### src/rtl/i2s_tx_pkg.sv
package i2s_tx_pkg;
  // byte offsets seen by software
  localparam int OFS_CTRL   = 'h00;
  localparam int OFS_CKDIV  = 'h08;
  localparam int OFS_LEVEL  = 'h0C;
  localparam int OFS_XFER   = 'h1C;
  localparam int OFS_CLEAR  = 'h20;
  localparam int OFS_TXDATA = 'h24;

  // transfer control bit positions
  localparam int XFER_TX_BIT = 0;
  localparam int XFER_RX_BIT = 1;
endpackage

### src/rtl/i2s_tx_regs.sv
module i2s_tx_regs
  import i2s_tx_pkg::*;
#(
  parameter int ADDR_W = 6,
  parameter int DW = 32,
  parameter int DIV_W = 8,
  parameter int WSEL_W = 5,
  parameter int LVL_W = 6,
  parameter logic [WSEL_W-1:0] WSEL_RST = WSEL_W'(15)
) (
  input  logic              clk,
  input  logic              rst,
  input  logic [ADDR_W-1:0] bus_addr,
  input  logic              bus_wr,
  input  logic              bus_rd,
  input  logic [DW-1:0]     bus_wdata,
  output logic [DW-1:0]     bus_rdata,
  input  logic [LVL_W-1:0]  level,
  output logic [WSEL_W-1:0] wsel,
  output logic [DIV_W-1:0]  mdiv,
  output logic [DIV_W-1:0]  bdiv,
  output logic              tx_en,
  output logic              push,
  output logic              clr
);
  localparam int CKW = 3 * DIV_W;

  logic [WSEL_W-1:0] wsel_q;
  logic [CKW-1:0]    ckdiv_q;
  logic [1:0]        xfer_q;
  logic [DW-1:0]     rd_mux;

  logic hit_ctrl, hit_ckdiv, hit_level, hit_xfer, hit_clear, hit_data;
  assign hit_ctrl  = bus_addr == ADDR_W'(OFS_CTRL);
  assign hit_ckdiv = bus_addr == ADDR_W'(OFS_CKDIV);
  assign hit_level = bus_addr == ADDR_W'(OFS_LEVEL);
  assign hit_xfer  = bus_addr == ADDR_W'(OFS_XFER);
  assign hit_clear = bus_addr == ADDR_W'(OFS_CLEAR);
  assign hit_data  = bus_addr == ADDR_W'(OFS_TXDATA);

  always_ff @(posedge clk) begin
    if (rst) begin
      wsel_q  <= WSEL_RST;
      ckdiv_q <= '0;
      xfer_q  <= '0;
    end else if (bus_wr) begin
      if (hit_ctrl)  wsel_q  <= bus_wdata[WSEL_W-1:0];
      if (hit_ckdiv) ckdiv_q <= bus_wdata[CKW-1:0];
      if (hit_xfer)  xfer_q  <= bus_wdata[1:0];
    end
  end

  always_comb begin
    rd_mux = '0;
    if (hit_ctrl)  rd_mux[WSEL_W-1:0] = wsel_q;
    if (hit_ckdiv) rd_mux[CKW-1:0]    = ckdiv_q;
    if (hit_xfer)  rd_mux[1:0]        = xfer_q;
    if (hit_level) rd_mux[LVL_W-1:0]  = level;
  end

  always_ff @(posedge clk) begin
    if (rst)         bus_rdata <= '0;
    else if (bus_rd) bus_rdata <= rd_mux;
  end

  assign wsel  = wsel_q;
  assign mdiv  = ckdiv_q[3*DIV_W-1:2*DIV_W];
  assign bdiv  = ckdiv_q[DIV_W-1:0];
  assign tx_en = xfer_q[XFER_TX_BIT];
  assign push  = bus_wr && hit_data;
  assign clr   = bus_wr && hit_clear;
endmodule

### src/rtl/i2s_tx_fifo.sv
module i2s_tx_fifo #(
  parameter int DEPTH = 32,
  parameter int DW = 32,
  parameter int LVL_W = $clog2(DEPTH) + 1
) (
  input  logic             clk,
  input  logic             rst,
  input  logic             clr,
  input  logic             push,
  input  logic [DW-1:0]    push_data,
  input  logic             pop,
  output logic [DW-1:0]    rd_data,
  output logic             avail,
  output logic [LVL_W-1:0] level
);
  localparam int AW = $clog2(DEPTH);

  logic [DW-1:0]    mem [DEPTH];
  logic [AW-1:0]    wp, rp;
  logic [LVL_W-1:0] cnt;
  logic             full, wr_ok;

  assign full  = cnt == LVL_W'(DEPTH);
  assign wr_ok = push && !full;

  // storage without reset, registered read: maps onto block RAM
  always_ff @(posedge clk) begin
    if (wr_ok) mem[wp] <= push_data;
  end

  always_ff @(posedge clk) begin
    rd_data <= mem[rp];
  end

  always_ff @(posedge clk) begin
    if (rst || clr) begin
      wp    <= '0;
      rp    <= '0;
      cnt   <= '0;
      avail <= 1'b0;
    end else begin
      if (wr_ok) wp <= wp + AW'(1);
      if (pop)   rp <= rp + AW'(1);
      if (wr_ok && !pop)      cnt <= cnt + LVL_W'(1);
      else if (pop && !wr_ok) cnt <= cnt - LVL_W'(1);
      // lags one cycle so the registered read word is valid before use
      avail <= cnt != '0;
    end
  end

  assign level = cnt;


  no_overflow_chk: assert property (@(posedge clk) disable iff (rst)
    (push && full && !pop && !clr) |=> (cnt == $past(cnt)));


  pop_nonempty_chk: assert property (@(posedge clk) disable iff (rst)
    pop |-> (cnt != '0));
endmodule

### src/rtl/i2s_tx_clkgen.sv
module i2s_tx_clkgen #(
  parameter int DIV_W = 8
) (
  input  logic             clk,
  input  logic             rst,
  input  logic             clr,
  input  logic             tx_en,
  input  logic [DIV_W-1:0] mdiv,
  input  logic [DIV_W-1:0] bdiv,
  output logic             mclk,
  output logic             bclk,
  output logic             bclk_fall
);
  logic [DIV_W-1:0] mcnt, bcnt;
  logic             mtick, bwrap;

  assign mtick = mcnt >= mdiv;
  assign bwrap = bcnt >= bdiv;
  assign bclk_fall = mtick && tx_en && bwrap && bclk && !clr;

  always_ff @(posedge clk) begin
    if (rst) begin
      mcnt <= '0;
      mclk <= 1'b0;
    end else if (mtick) begin
      mcnt <= '0;
      mclk <= ~mclk;
    end else begin
      mcnt <= mcnt + DIV_W'(1);
    end
  end

  always_ff @(posedge clk) begin
    if (rst || clr) begin
      bcnt <= '0;
      bclk <= 1'b0;
    end else if (mtick && tx_en) begin
      if (bwrap) begin
        bcnt <= '0;
        bclk <= ~bclk;
      end else begin
        bcnt <= bcnt + DIV_W'(1);
      end
    end
  end


  bclk_hold_chk: assert property (@(posedge clk) disable iff (rst)
    (!tx_en && !clr) |=> $stable(bclk));
endmodule

### src/rtl/i2s_tx_shifter.sv
module i2s_tx_shifter #(
  parameter int DW = 32,
  parameter int SW = $clog2(DW)
) (
  input  logic          clk,
  input  logic          rst,
  input  logic          clr,
  input  logic          fall,
  input  logic [SW-1:0] wsel,
  input  logic          avail,
  input  logic [DW-1:0] word,
  output logic          pop,
  output logic          ws,
  output logic          sd
);
  logic [DW-1:0] sh;
  logic [SW-1:0] cnt;
  logic          primed;
  logic          slot_end;
  logic [SW-1:0] align;

  // first falling edge after a start closes a virtual slot
  assign slot_end = !primed || (cnt == wsel);
  assign pop      = fall && slot_end && avail;
  assign align    = SW'(DW - 1) - wsel;

  always_ff @(posedge clk) begin
    if (rst || clr) begin
      sh     <= '0;
      cnt    <= '0;
      primed <= 1'b0;
      ws     <= 1'b1;
      sd     <= 1'b0;
    end else if (fall) begin
      sd     <= sh[DW-1];
      primed <= 1'b1;
      if (slot_end) begin
        cnt <= '0;
        ws  <= ~ws;
        sh  <= avail ? (word << align) : '0;
      end else begin
        cnt <= cnt + SW'(1);
        sh  <= sh << 1;
      end
    end
  end


  ws_edge_chk: assert property (@(posedge clk) disable iff (rst)
    (!fall && !clr) |=> $stable(ws));


  clear_idle_chk: assert property (@(posedge clk) disable iff (rst)
    clr |=> (ws && !sd));
endmodule

### src/rtl/i2s_tx_top.sv
module i2s_tx_top #(
  parameter int ADDR_W = 6,
  parameter int DW = 32,
  parameter int DEPTH = 32,
  parameter int DIV_W = 8
) (
  input  logic              clk,
  input  logic              rst,
  input  logic [ADDR_W-1:0] bus_addr,
  input  logic              bus_wr,
  input  logic              bus_rd,
  input  logic [DW-1:0]     bus_wdata,
  output logic [DW-1:0]     bus_rdata,
  output logic              mclk_o,
  output logic              bclk_o,
  output logic              ws_o,
  output logic              sd_o
);
  localparam int LVL_W  = $clog2(DEPTH) + 1;
  localparam int WSEL_W = $clog2(DW);

  logic [WSEL_W-1:0] wsel;
  logic [DIV_W-1:0]  mdiv, bdiv;
  logic              tx_en, push, clr, pop, avail, fall;
  logic [LVL_W-1:0]  level;
  logic [DW-1:0]     head;

  i2s_tx_regs #(
    .ADDR_W(ADDR_W), .DW(DW), .DIV_W(DIV_W), .WSEL_W(WSEL_W), .LVL_W(LVL_W),
    .WSEL_RST(WSEL_W'(15))
  ) regs_i (
    .clk(clk), .rst(rst), .bus_addr(bus_addr), .bus_wr(bus_wr), .bus_rd(bus_rd),
    .bus_wdata(bus_wdata), .bus_rdata(bus_rdata), .level(level), .wsel(wsel),
    .mdiv(mdiv), .bdiv(bdiv), .tx_en(tx_en), .push(push), .clr(clr)
  );

  i2s_tx_fifo #(.DEPTH(DEPTH), .DW(DW), .LVL_W(LVL_W)) fifo_i (
    .clk(clk), .rst(rst), .clr(clr), .push(push), .push_data(bus_wdata),
    .pop(pop), .rd_data(head), .avail(avail), .level(level)
  );

  i2s_tx_clkgen #(.DIV_W(DIV_W)) clkgen_i (
    .clk(clk), .rst(rst), .clr(clr), .tx_en(tx_en), .mdiv(mdiv), .bdiv(bdiv),
    .mclk(mclk_o), .bclk(bclk_o), .bclk_fall(fall)
  );

  i2s_tx_shifter #(.DW(DW), .SW(WSEL_W)) shifter_i (
    .clk(clk), .rst(rst), .clr(clr), .fall(fall), .wsel(wsel), .avail(avail),
    .word(head), .pop(pop), .ws(ws_o), .sd(sd_o)
  );


  rd_level_chk: assert property (@(posedge clk) disable iff (rst)
    (bus_rd && bus_addr == ADDR_W'(i2s_tx_pkg::OFS_LEVEL)) |=>
      (bus_rdata[LVL_W-1:0] == $past(level) && bus_rdata[DW-1:LVL_W] == '0));


  level_cap_chk: assert property (@(posedge clk) disable iff (rst)
    (level == LVL_W'(DEPTH) && push && !pop && !clr) |=> (level == LVL_W'(DEPTH)));
endmodule

### config.mk
export PLATFORM = sky130hd
export DESIGN_NAME = i2s_tx_top
export DESIGN_NICKNAME = d
export VERILOG_FILES = /design/src/rtl/i2s_tx_pkg.sv /design/src/rtl/i2s_tx_regs.sv /design/src/rtl/i2s_tx_fifo.sv /design/src/rtl/i2s_tx_clkgen.sv /design/src/rtl/i2s_tx_shifter.sv /design/src/rtl/i2s_tx_top.sv
export SDC_FILE = /design/constraint.sdc
export NUM_CORES = 2
export LEC_CHECK = 0
export BUFFER_PORTS_ARGS = -buffer_cell sky130_fd_sc_hd__buf_2
export CAP_MARGIN = 30
export CORE_ASPECT_RATIO = 0.6
export CORE_UTILIZATION = 45
export DETAILED_ROUTE_END_ITERATION = 12
export PLACE_DENSITY = 0.67
export SLEW_MARGIN = 25
export SYNTH_ARGS = -nofsm -noshare
export SYNTH_HDL_FRONTEND = slang
export SYNTH_SLANG_ARGS = --single-unit
### constraint.sdc
create_clock -name clk -period 3.75 [get_ports clk]
set_input_delay 0.75 -clock clk [delete_from_list [all_inputs] [get_ports clk]]
set_output_delay 0.75 -clock clk [all_outputs]
set_load 0.005 [all_outputs]
==> impl_results.rst <==
.. list-table::
   :header-rows: 1

   * - Metric
     - Value
   * - Cells after Synth
     - about 2.5k
   * - Number of distinct library cells after synthesis
     - 66
   * - Net Sw Frac
     - 0.2040
   * - Largest net degree at the start of global routing
     - 57
   * - First-pass GRT wire length
     - 172,900 µm
   * - Pwr dens
     - 470.1 nW/µm²
   * - Die outline area
     - 106,400 µm²
   * - Worst hold margin
     - around 0.46 ns
   * - Most frequently used flop master after synthesis
     - edfxtp_1
   * - IR drop worst, VDD
     - roughly 0.00037 V
   * - Total wirelength of the detailed-routed design
     - about 120,000 µm
   * - Share of final-layout standard cells stronger than drive strength 1
     - 0.2928
   * - Die W
     - approximately 420 µm
   * - Avg Synthesized Cell Area
     - 19.25 µm²
   * - Starting utilization of the core area
     - 0.4572
   * - Combinational family with the most area after synthesis
     - multiplexers
   * - Slowest library cell on the worst path
     - a2111o_1
   * - Type of element capturing the critical path
     - register
   * - Drt pass-1 iters
     - 5
   * - Cell repeated most along the worst path
     - ha_1
   * - Layout Area Growth over Synthesis
     - 13.16%
   * - Power share of the sequential group
     - 0.569
   * - Data required, critical path
     - 4.34 ns
   * - Vias/cell
     - 6.003
   * - Number of buffers created by CTS
     - between 100 and 150
   * - Number of core rows
     - 91
   * - Routed Antenna Nets
     - 0
   * - Total GRT Usage
     - 0.2281
   * - Number of nets in the layout
     - around 2.7k
   * - TNS Setup
     - 0 ns
   * - Worst-path cell chain
     - inv_1 > ha_1 > nand2b_1 > a2111o_1 > a31o_1 > and4_1 > nand3_1 > ha_1 > inv_1 > ha_1 > a21o_1 > a21oi_2 > o21a_1 > o211ai_1 > xnor2_1 > nor2_1
   * - Max FO, Critical Path
     - 5
   * - Period utilization
     - 0.9348
   * - Dpl hpwl
     - between 70,000 and 80,000 µm
   * - Data arrival time at the worst-slack endpoint
     - between 4 and 5 ns
   * - Result of the run
     - completed
   * - Die extent in y
     - approximately 250 µm
   * - Maximum count of clock buffers along a single path
     - 3
   * - Switching pwr
     - roughly 5000 µW
   * - Highest clock rate
     - around 290 MHz
   * - Fraction of the mapped netlist area in simple logic gates
     - 0.03634
   * - Maximum Capacitance Violations
     - 0
   * - Floorplan Core Area
     - around 100,000 µm²
   * - Yosys Warn Count
     - 0
   * - Slew at the pin with the worst max-slew slack
     - 0.8938 ns
   * - Detailed router's first-iteration violation count
     - 3,195
   * - Wire length per cell
     - 29.12 µm
   * - Commonest cells after routing, fill and taps aside
     - edfxtp_1 (1,024), mux4_2 (341), dfxtp_1 (155)
   * - Sinks on the clock net
     - about 1.2k
   * - Clock transition at path regs
     - roughly 0.07 ns
   * - Kind of critical path
     - register to register
   * - Post-synthesis sequential area ratio
     - 0.7191
   * - Met3 track utilization from global routing
     - 0.06633
   * - Fraction of synthesized area in multiplexers
     - 0.1821
   * - Synthesized-area fraction occupied by ao, oa, aoi and oai cells
     - 0.03102
   * - Summed instance area of the synthesized netlist
     - 47,270 µm²
   * - Type of the most critical hold path
     - register to register
   * - I/O pin total
     - 78
   * - Total chip power
     - around 25,000 µW
   * - Parity-gate share of the synthesized area counting xor and xnor cells
     - 0.005003
   * - # H-tree levels
     - 3
   * - Finish-stage setup viols
     - 0
   * - Minimum period implied by the final worst setup slack
     - about 3.5 ns
   * - Routability-driven placement congestion ratio
     - 0.8823
   * - Number of global-route vias before repair
     - 24.27k
   * - Post-synth EDFFs
     - ~1k
   * - Register bit total from synthesis
     - 1,186
   * - Number of vias after detailed routing
     - between 20k and 25k
   * - Hold Violations, Final
     - 0
   * - Busiest metal layer after global routing
     - met1
   * - Number of antenna violations at the first check in global routing
     - 4
   * - Setup repair after global routing missed its margin
     - false
   * - Sort of element at the start of the critical path
     - register
   * - Fin. max-slew vios
     - 0
   * - Met1 Track Usage GR
     - 0.3405
   * - Slowest cell delay on critical path
     - approximately 0.42 ns
   * - Total internal power
     - 20,010 µW
   * - Adder-cell share of the synthesized area
     - 0.008100
   * - Total congestion overflow
     - 0
   * - Most common library cell in the layout ignoring fill and taps
     - edfxtp_1
   * - DRC violation count after routing
     - 0
   * - Global-route track usage on met2
     - 0.3304
   * - CTS root buf
     - clkbuf_16
   * - Relative contribution of the clock network to total power
     - 0.418
   * - Max-Slew Margin vs Limit
     - 0.4042
   * - Combinational Power Share
     - 0.013
   * - Clk Latency, worst-skew pair
     - slightly above 0.7 ns
   * - Proportion of register bits with asynchronous set or reset after synthesis
     - 0
   * - Leak
     - between 0.015 and 0.02 µW
   * - Clk_skew
     - roughly 0.022 ns
   * - Post-CTS setup buffer count
     - 0
   * - Total of buffers placed on input and output ports
     - 69
   * - TritonCTS clock tree
     - built
[per-stage QoR]
| stage | std cells | instance area, µm² | utilization | setup WS [ns] |
|---|---|---|---|---|
| 5_1_grt | 4104 | 53480 | 0.5173 | 0.01015 |
| 6_report | 4106 | 53490 | 0.5174 | 0.2444 |
| 2_1_floorplan | 2463 | 47300 | - | 0.07676 |
| 4_1_cts | 4103 | 53480 | 0.5173 | 0.1731 |
| 3_5_place_dp | 3904 | 50190 | 0.4854 | 0.2046 |
| 3_3_place_gp | 3902 | 50150 | 0.4851 | 0.1418 |
[final timing paths]
check                                         from                  to  depth (start not counted)  slack [ns]
worst max-delay path              clkgen_i.bcnt[0]     fifo_i.level[5]                         16        0.24
worst min-delay path            regs_i.ckdiv_q[12]  regs_i.ckdiv_q[12]                          2        0.46
worst max register to register    clkgen_i.bcnt[0]     fifo_i.level[5]                         16        0.24
worst min register to register  regs_i.ckdiv_q[12]  regs_i.ckdiv_q[12]                          2        0.46
[power by group through the flow]
| stage | registers, µW | clock network [µW] | logic [µW] |
|---|---|---|---|
| after CTS | 14300 | 10700 | 318 |
| after global routing | 14300 | 11200 | 348 |
| after floorplan | 14600 | 0 | 89.1 |
| after detailed placement | 14600 | 0 | 319 |
| final | 14300 | 10500 | 321 |
| after global placement | 14600 | 0 | 300 |
[cell usage after synthesis, types with 19 or more instances]
library cell | n | area [µm²]
nor3_1 | 24 | 120.1
buf_4 | 31 | 232.7
inv_1 | 32 | 120.1
nor2b_1 | 27 | 168.9
o21ai_0 | 27 | 135.1
buf_2 | 19 | 95.09
dfxtp_1 | 162 | 3243
nand2_1 | 99 | 371.6
ha_1 | 29 | 362.9
nand3_1 | 20 | 100.1
mux4_2 | 341 | 7680
o21ai_1 | 20 | 100.1
clkbuf_1 | 92 | 345.3
edfxtp_1 | 1024 | 30750
nor2_1 | 125 | 469.2
a21oi_1 | 97 | 485.5
mux2_2 | 56 | 630.6
mux2i_1 | 25 | 250.2
[layer usage]
metal / share of wire / vias to the layer above / wire [µm]
met1: 0.43 / 12940 / 51570
met5: 0 / - / 0
met3: 0.11 / 134 / 12750
met4: 0.020 / 0 / 2341
li1: - / 10340 / -
met2: 0.44 / 1239 / 52890
[area by class of cell]
class | instances | area, µm²
antenna | 3 | 7.507
multi-input combinational | 1092 | 12680
inverter | 32 | 120.1
tap | 1395 | 1745
fill | 8113 | 49900
clock inverter | 67 | 500.5
timing repair buffer | 199 | 1629
sequential | 1186 | 34010
clock buffer | 132 | 2791
[timing repair]
action,in CTS,in global routing
endpoints found under the setup margin,0,2
hold buffers,0,0
gates resized for setup,0,1
[state kept, by name (all words and copies together) (netlist names)]
name / count
clkgen_i.bcnt: 8
shifter_i.cnt: 5
regs_i.xfer_q: 2
fifo_i.rp: 5
fifo_i.mem: 1024
regs_i.ckdiv_q: 24
clkgen_i.mclk: 1
clkgen_i.mcnt: 8
fifo_i.rd_data: 32
shifter_i.sh: 32
regs_i.wsel: 5
shifter_i.sd: 1
shifter_i.primed: 1
fifo_i.avail: 1
regs_i.bus_rdata: 24
fifo_i.wp: 5
fifo_i.level: 6
shifter_i.ws: 1
clkgen_i.bclk: 1
[logic make-up after synthesis]
family                     Yosys count
other                                1
and+or+nand+nor                    365
xor gates and xnor gates            27
AOI/OAI and AO/OA                  236
buffers and inverters              185
adders and majority gates           30
muxes                              426
DFF                               1186
[worst max-delay path: cells and delay by family, from the launching register on]
family	cells	cell delay (ns)
and+or+nand+nor	4	0.54
DFF	1	0.35
AOI/OAI and AO/OA	6	1.36
buffers and inverters	2	0.21
xor gates and xnor gates	1	0.14
adders and majority gates	3	0.78
Power figures use the tool's default switching activity.
